$ cat src/rtl/rnd_pkg.sv
package rnd_pkg;
  typedef enum logic [1:0] {
    RM_NEAREST = 2'b00,
    RM_ZERO    = 2'b01,
    RM_UP      = 2'b10,
    RM_DOWN    = 2'b11
  } rmode_e;
endpackage

$ cat src/rtl/rnd_decide.sv
// Increment and inexact decision from the discarded bits, the sign and the mode.
module rnd_decide
  import rnd_pkg::*;
(
  input  logic   sign_i,
  input  logic   guard_i,
  input  logic   round_i,
  input  logic   sticky_i,
  input  logic   lsb_i,
  input  rmode_e mode_i,
  output logic   inc_o,
  output logic   inexact_o
);
  logic lost;

  always_comb begin
    lost      = guard_i | round_i | sticky_i;
    inexact_o = lost;
    inc_o     = 1'b0;
    if (lost) begin
      case (mode_i)
        RM_ZERO: inc_o = 1'b0;
        RM_UP:   inc_o = ~sign_i;
        RM_DOWN: inc_o = sign_i;
        default: inc_o = guard_i & (round_i | sticky_i | lsb_i);
      endcase
    end
  end
endmodule

$ cat src/rtl/rnd_ovf_target.sv
// Saturation target for an overflowing result of the given sign.
module rnd_ovf_target
  import rnd_pkg::*;
(
  input  logic   sign_i,
  input  rmode_e mode_i,
  output logic   to_inf_o
);
  always_comb begin
    case (mode_i)
      RM_ZERO: to_inf_o = 1'b0;
      RM_UP:   to_inf_o = ~sign_i;
      RM_DOWN: to_inf_o = sign_i;
      default: to_inf_o = 1'b1;
    endcase
  end
endmodule

$ cat src/rtl/rnd_incr.sv
// Ripple incrementer with the carry out kept separate.
module rnd_incr #(
  parameter int W = 24
) (
  input  logic [W-1:0] base_i,
  input  logic         inc_i,
  output logic [W-1:0] sum_o,
  output logic         carry_o
);
  logic [W:0] chain;

  assign chain[0] = inc_i;

  for (genvar k = 0; k < W; k++) begin : g_bit
    assign sum_o[k]    = base_i[k] ^ chain[k];
    assign chain[k+1]  = base_i[k] & chain[k];
  end

  assign carry_o = chain[W];
endmodule

$ cat src/rtl/rnd_unit.sv
module rnd_unit
  import rnd_pkg::*;
#(
  parameter int MANT_IN_W = 26,
  localparam int OUT_W    = MANT_IN_W - 2
) (
  input  logic                 sign_i,
  input  logic [MANT_IN_W-1:0] mant_i,
  input  logic                 sticky_i,
  input  logic [1:0]           mode_i,
  output logic [OUT_W-1:0]     mant_o,
  output logic                 carry_o,
  output logic                 round_up_o,
  output logic                 inexact_o,
  output logic                 ovf_to_inf_o
);
  rmode_e           mode;
  logic [OUT_W-1:0] shifted;
  logic             inc;

  assign mode    = rmode_e'(mode_i);
  assign shifted = mant_i[MANT_IN_W-1:2];

  rnd_decide i_decide (
    .sign_i    (sign_i),
    .guard_i   (mant_i[1]),
    .round_i   (mant_i[0]),
    .sticky_i  (sticky_i),
    .lsb_i     (shifted[0]),
    .mode_i    (mode),
    .inc_o     (inc),
    .inexact_o (inexact_o)
  );

  rnd_incr #(.W(OUT_W)) i_incr (
    .base_i  (shifted),
    .inc_i   (inc),
    .sum_o   (mant_o),
    .carry_o (carry_o)
  );

  rnd_ovf_target i_ovf (
    .sign_i   (sign_i),
    .mode_i   (mode),
    .to_inf_o (ovf_to_inf_o)
  );

  assign round_up_o = inc;
endmodule

$ cat config.mk
export PLATFORM = sky130hd
export DESIGN_NAME = rnd_unit
export DESIGN_NICKNAME = d
export VERILOG_FILES = /design/src/rtl/rnd_pkg.sv /design/src/rtl/rnd_decide.sv /design/src/rtl/rnd_ovf_target.sv /design/src/rtl/rnd_incr.sv /design/src/rtl/rnd_unit.sv
export SDC_FILE = /design/constraint.sdc
export NUM_CORES = 1
export LEC_CHECK = 0
export BUFFER_PORTS_ARGS = -buffer_cell sky130_fd_sc_hd__buf_2
export CAP_MARGIN = 20
export CORE_AREA = 3 3 40 42
export DETAILED_ROUTE_END_ITERATION = 10
export DIE_AREA = 0 0 43 45
export GPL_TIMING_DRIVEN = 0
export MAX_ROUTING_LAYER = met4
export PLACE_DENSITY = 0.77
export SLEW_MARGIN = 20
export SYNTH_ARGS = -nofsm -noshare
export SYNTH_HDL_FRONTEND = slang
export SYNTH_HIERARCHICAL = 1
export SYNTH_SLANG_ARGS = --single-unit
$ cat constraint.sdc
create_clock -name vclk -period 8.4
set_clock_uncertainty 0.05 [all_clocks]
set_input_delay 0.84 -clock vclk [all_inputs]
set_output_delay 0.84 -clock vclk [all_outputs]
set_load 0.01 [all_outputs]
==> metrics.sh <==
DPL.HPWL_UM=1090
EFFECTIVE_UTILIZATION_AT_FLOORPLAN_PCT=27.5
DRT_DRC_VIOLATIONS_LEFT=0
YOSYS.CELL_TYPES.COUNT=8
TIMING.CRITICAL_PATH.TO_TYPE='primary output'
POST-LAYOUT-TOTAL-POWER_mW=0.0262
HOLDBUFCOUNTCTS=0
SETUP_REPAIR_AFTER_GLOBAL_ROUTING_MISSED_ITS_MARGIN='no'
DRT_PRE_ANTENNA_ITERS=2
POWER_DENSITY_nW_PER_UM2=39.5
MIN-DELAY-PATH-CLASS='in2out'
DETAIL_ROUTE.ITER0.VIOLATIONS=2
FF_LATCH_AREA_UM2=0
SYNTH_SEQUENTIAL_AREA_RATIO_PCT=0
FINALNETCOUNT=147
SWITCHING_POWER_mW=0.0129
SETUP_VIOL=0
GLOBALROUTE.TOTALOVERFLOW=0
CP_SLOWEST_STAGE_DELAY_PS=260
IRDROPWORSTVDD_V=0.0000197
WHS_PS=1910
SYNTH_TOP_CELL_BY_AREA='sky130_fd_sc_hd__ha_1'
FINALWEIGHTEDCONGESTION=0.703
GRT.TOTAL_USAGE_PCT=11.4
YOSYS-TOP-CELLS-AREA='sky130_fd_sc_hd__ha_1 (85%), sky130_fd_sc_hd__nor3_1 (2.8%), sky130_fd_sc_hd__xnor2_1 (2.5%)'
MAPPED_AVG_CELL_AREA_UM2=10.7
CP_DATA_ARRIVAL_TIME_PS=5950
POWER.INTERNAL_mW=0.0133
POST_CTS_BUFFERS=0
DIE-HEIGHT_UM=45
HOLD_PATH_STARTPOINT='sticky_i'
GRT_ANTENNA_BEFORE_REPAIR=0
FINALNONFILLERCELLS=106
DESIGN.DIE.AREA_UM2=1940
WIRE_LENGTH_OF_THE_FIRST_GLOBAL_ROUTING_PASS_UM=1760
POST-ROUTE-WORST-SETUP-SLACK_PS=1560
MIN_PERIOD_PS=6840
SYNTHMOSTINSTANTIATEDCELL='sky130_fd_sc_hd__ha_1'
DIODES=0
P_COMB_SHARE_PCT=100.0
IO_BUFFERS=58
HOLDPATHSTAGES=3
YS_WARN_COUNT=6
CP-START-KIND='input pin'
SYNTHESIS.INSTANCES=33
SYN_TO_FINAL_GROWTH_PCT=87.6
ANTENNA_VIOLATING_NETS_POST_ROUTE=0
HOLD_VIOLATIONS=0
CPMOSTUSEDCELL='sky130_fd_sc_hd__ha_1'
CRITPATHSLOWESTCELL='sky130_fd_sc_hd__ha_1'
DRIVE_ABOVE_1_SHARE_PCT=63.7
RUN_STATUS='complete, no violations'
SHARE_CLK_OF_TOTAL_POWER_PCT=0
SYNTH_AREA_UM2=353
FIRST_GLOBAL_VIAS=467
HOLD_CRIT_ENDPOINT='inexact_o'
MAX-SLEW-MARGIN-REL_PCT=84.3
AVGROUTEDWIREPERCELL_UM=10.4
GRT_MAX_DEGREE=5
FIN_CRIT_SH_PCT=81.4
FP.DIEW_UM=43
TIGHTESTPINTRANSITION_PS=234
SEQ_CELLS=0
CRITICALPATHCATEGORY='in2out'
POST_SYNTH_MOST_FREQUENT_CELLS='sky130_fd_sc_hd__ha_1 (24), sky130_fd_sc_hd__nand2_1 (2), sky130_fd_sc_hd__nor3_1 (2)'
MAXCAPVIOLATIONS=0
FMAX_MHz=146
REPORT.FINAL.SLEW_VIOL_COUNT=0
CORE-AREA_UM2=1280
PER_CELL_VIA_COUNT_IN_THE_ROUTED_DESIGN=4.75
CRITICAL_PATH_REQUIRED_TIME_PS=7510
FIN_SETUP_TNS_PS=0
PLACE.DETAILED.INSTANCES=106
P_LEAK_nW=0.462
VIAS=503
SYNTH_LARGEST_TYPE_AREA_FRACTION_PCT=85.1
LAYOUT.CLOCK_BUFFERS=0
WIRELENGTH_UM=1100
NUM_ROWS=13
SYN-NUM-NETS=87
SWSHARE_PCT=49.1
SEQ_POWER_SHARE_PCT=0
CTS.REPAIR.RESIZED=0
DP_WORST_SETUP_SLACK_PS=1520
CP_MAX_FO=2
DESIGN.PORTCOUNT=58
[worst max-delay path, delay by kind of cell]
family	cells	cell delay, ps
fa+ha+maj	24	4420
simple gates	2	310
buf+inv	2	240
compound gates	1	150
[through the flow]
step                      area, µm²  util [%]
final                           662      51.5
after global routing            662      51.5
after CTS                       662      51.5
after detailed placement        662      51.5
after global placement          662      51.5
after floorplan                 353         -
[routing by layer]
metal | up-vias | global-route usage, % | routed length (µm)
li1 | 243 | - | -
met1 | 206 | 13.3 | 383
met2 | 54 | 21.3 | 428
met3 | 0 | 2.79 | 291
met4 | 0 | 0 | 0
met5 | - | - | 0
[layout by cell type, fill, tap and decap left out, drive strengths merged]
cell,instances
buf,58
ha,24
nor3,2
nand2,2
or3,1
or2,1
a21oi,1
xnor2,1
xor2,1
[cell type report]
class                           count  area, µm²
Multi-Input combinational cell     33        353
Tap cell                           15       18.8
Timing Repair Buffer               58        290
Fill cell                         124        623
[worst max-delay path by stage]
stage                    from          to  slack, ps
global placement    mant_i[0]  mant_o[23]       1590
global route        mant_i[0]  mant_o[23]       1330
floorplan           mant_i[0]  mant_o[23]       1950
detailed placement  mant_i[0]  mant_o[23]       1520
CTS                 mant_i[0]  mant_o[23]       1500
finish              mant_i[0]  mant_o[23]       1560
[cells by family after synthesis]
group           share of synthesized area, %
compound gates                          1.42
simple gates                            8.51
xor+xnor                                4.97
fa+ha+maj                               85.1
[power groups by stage]
stage	Sequential, mW	Combinational, mW	Clock [mW]
floorplan	0	0.0125	0
global placement	0	0.0257	0
detailed placement	0	0.0266	0
CTS	0	0.0268	0
global route	0	0.0295	0
finish	0	0.0262	0
Note: power is estimated with default switching activity, not from simulation.
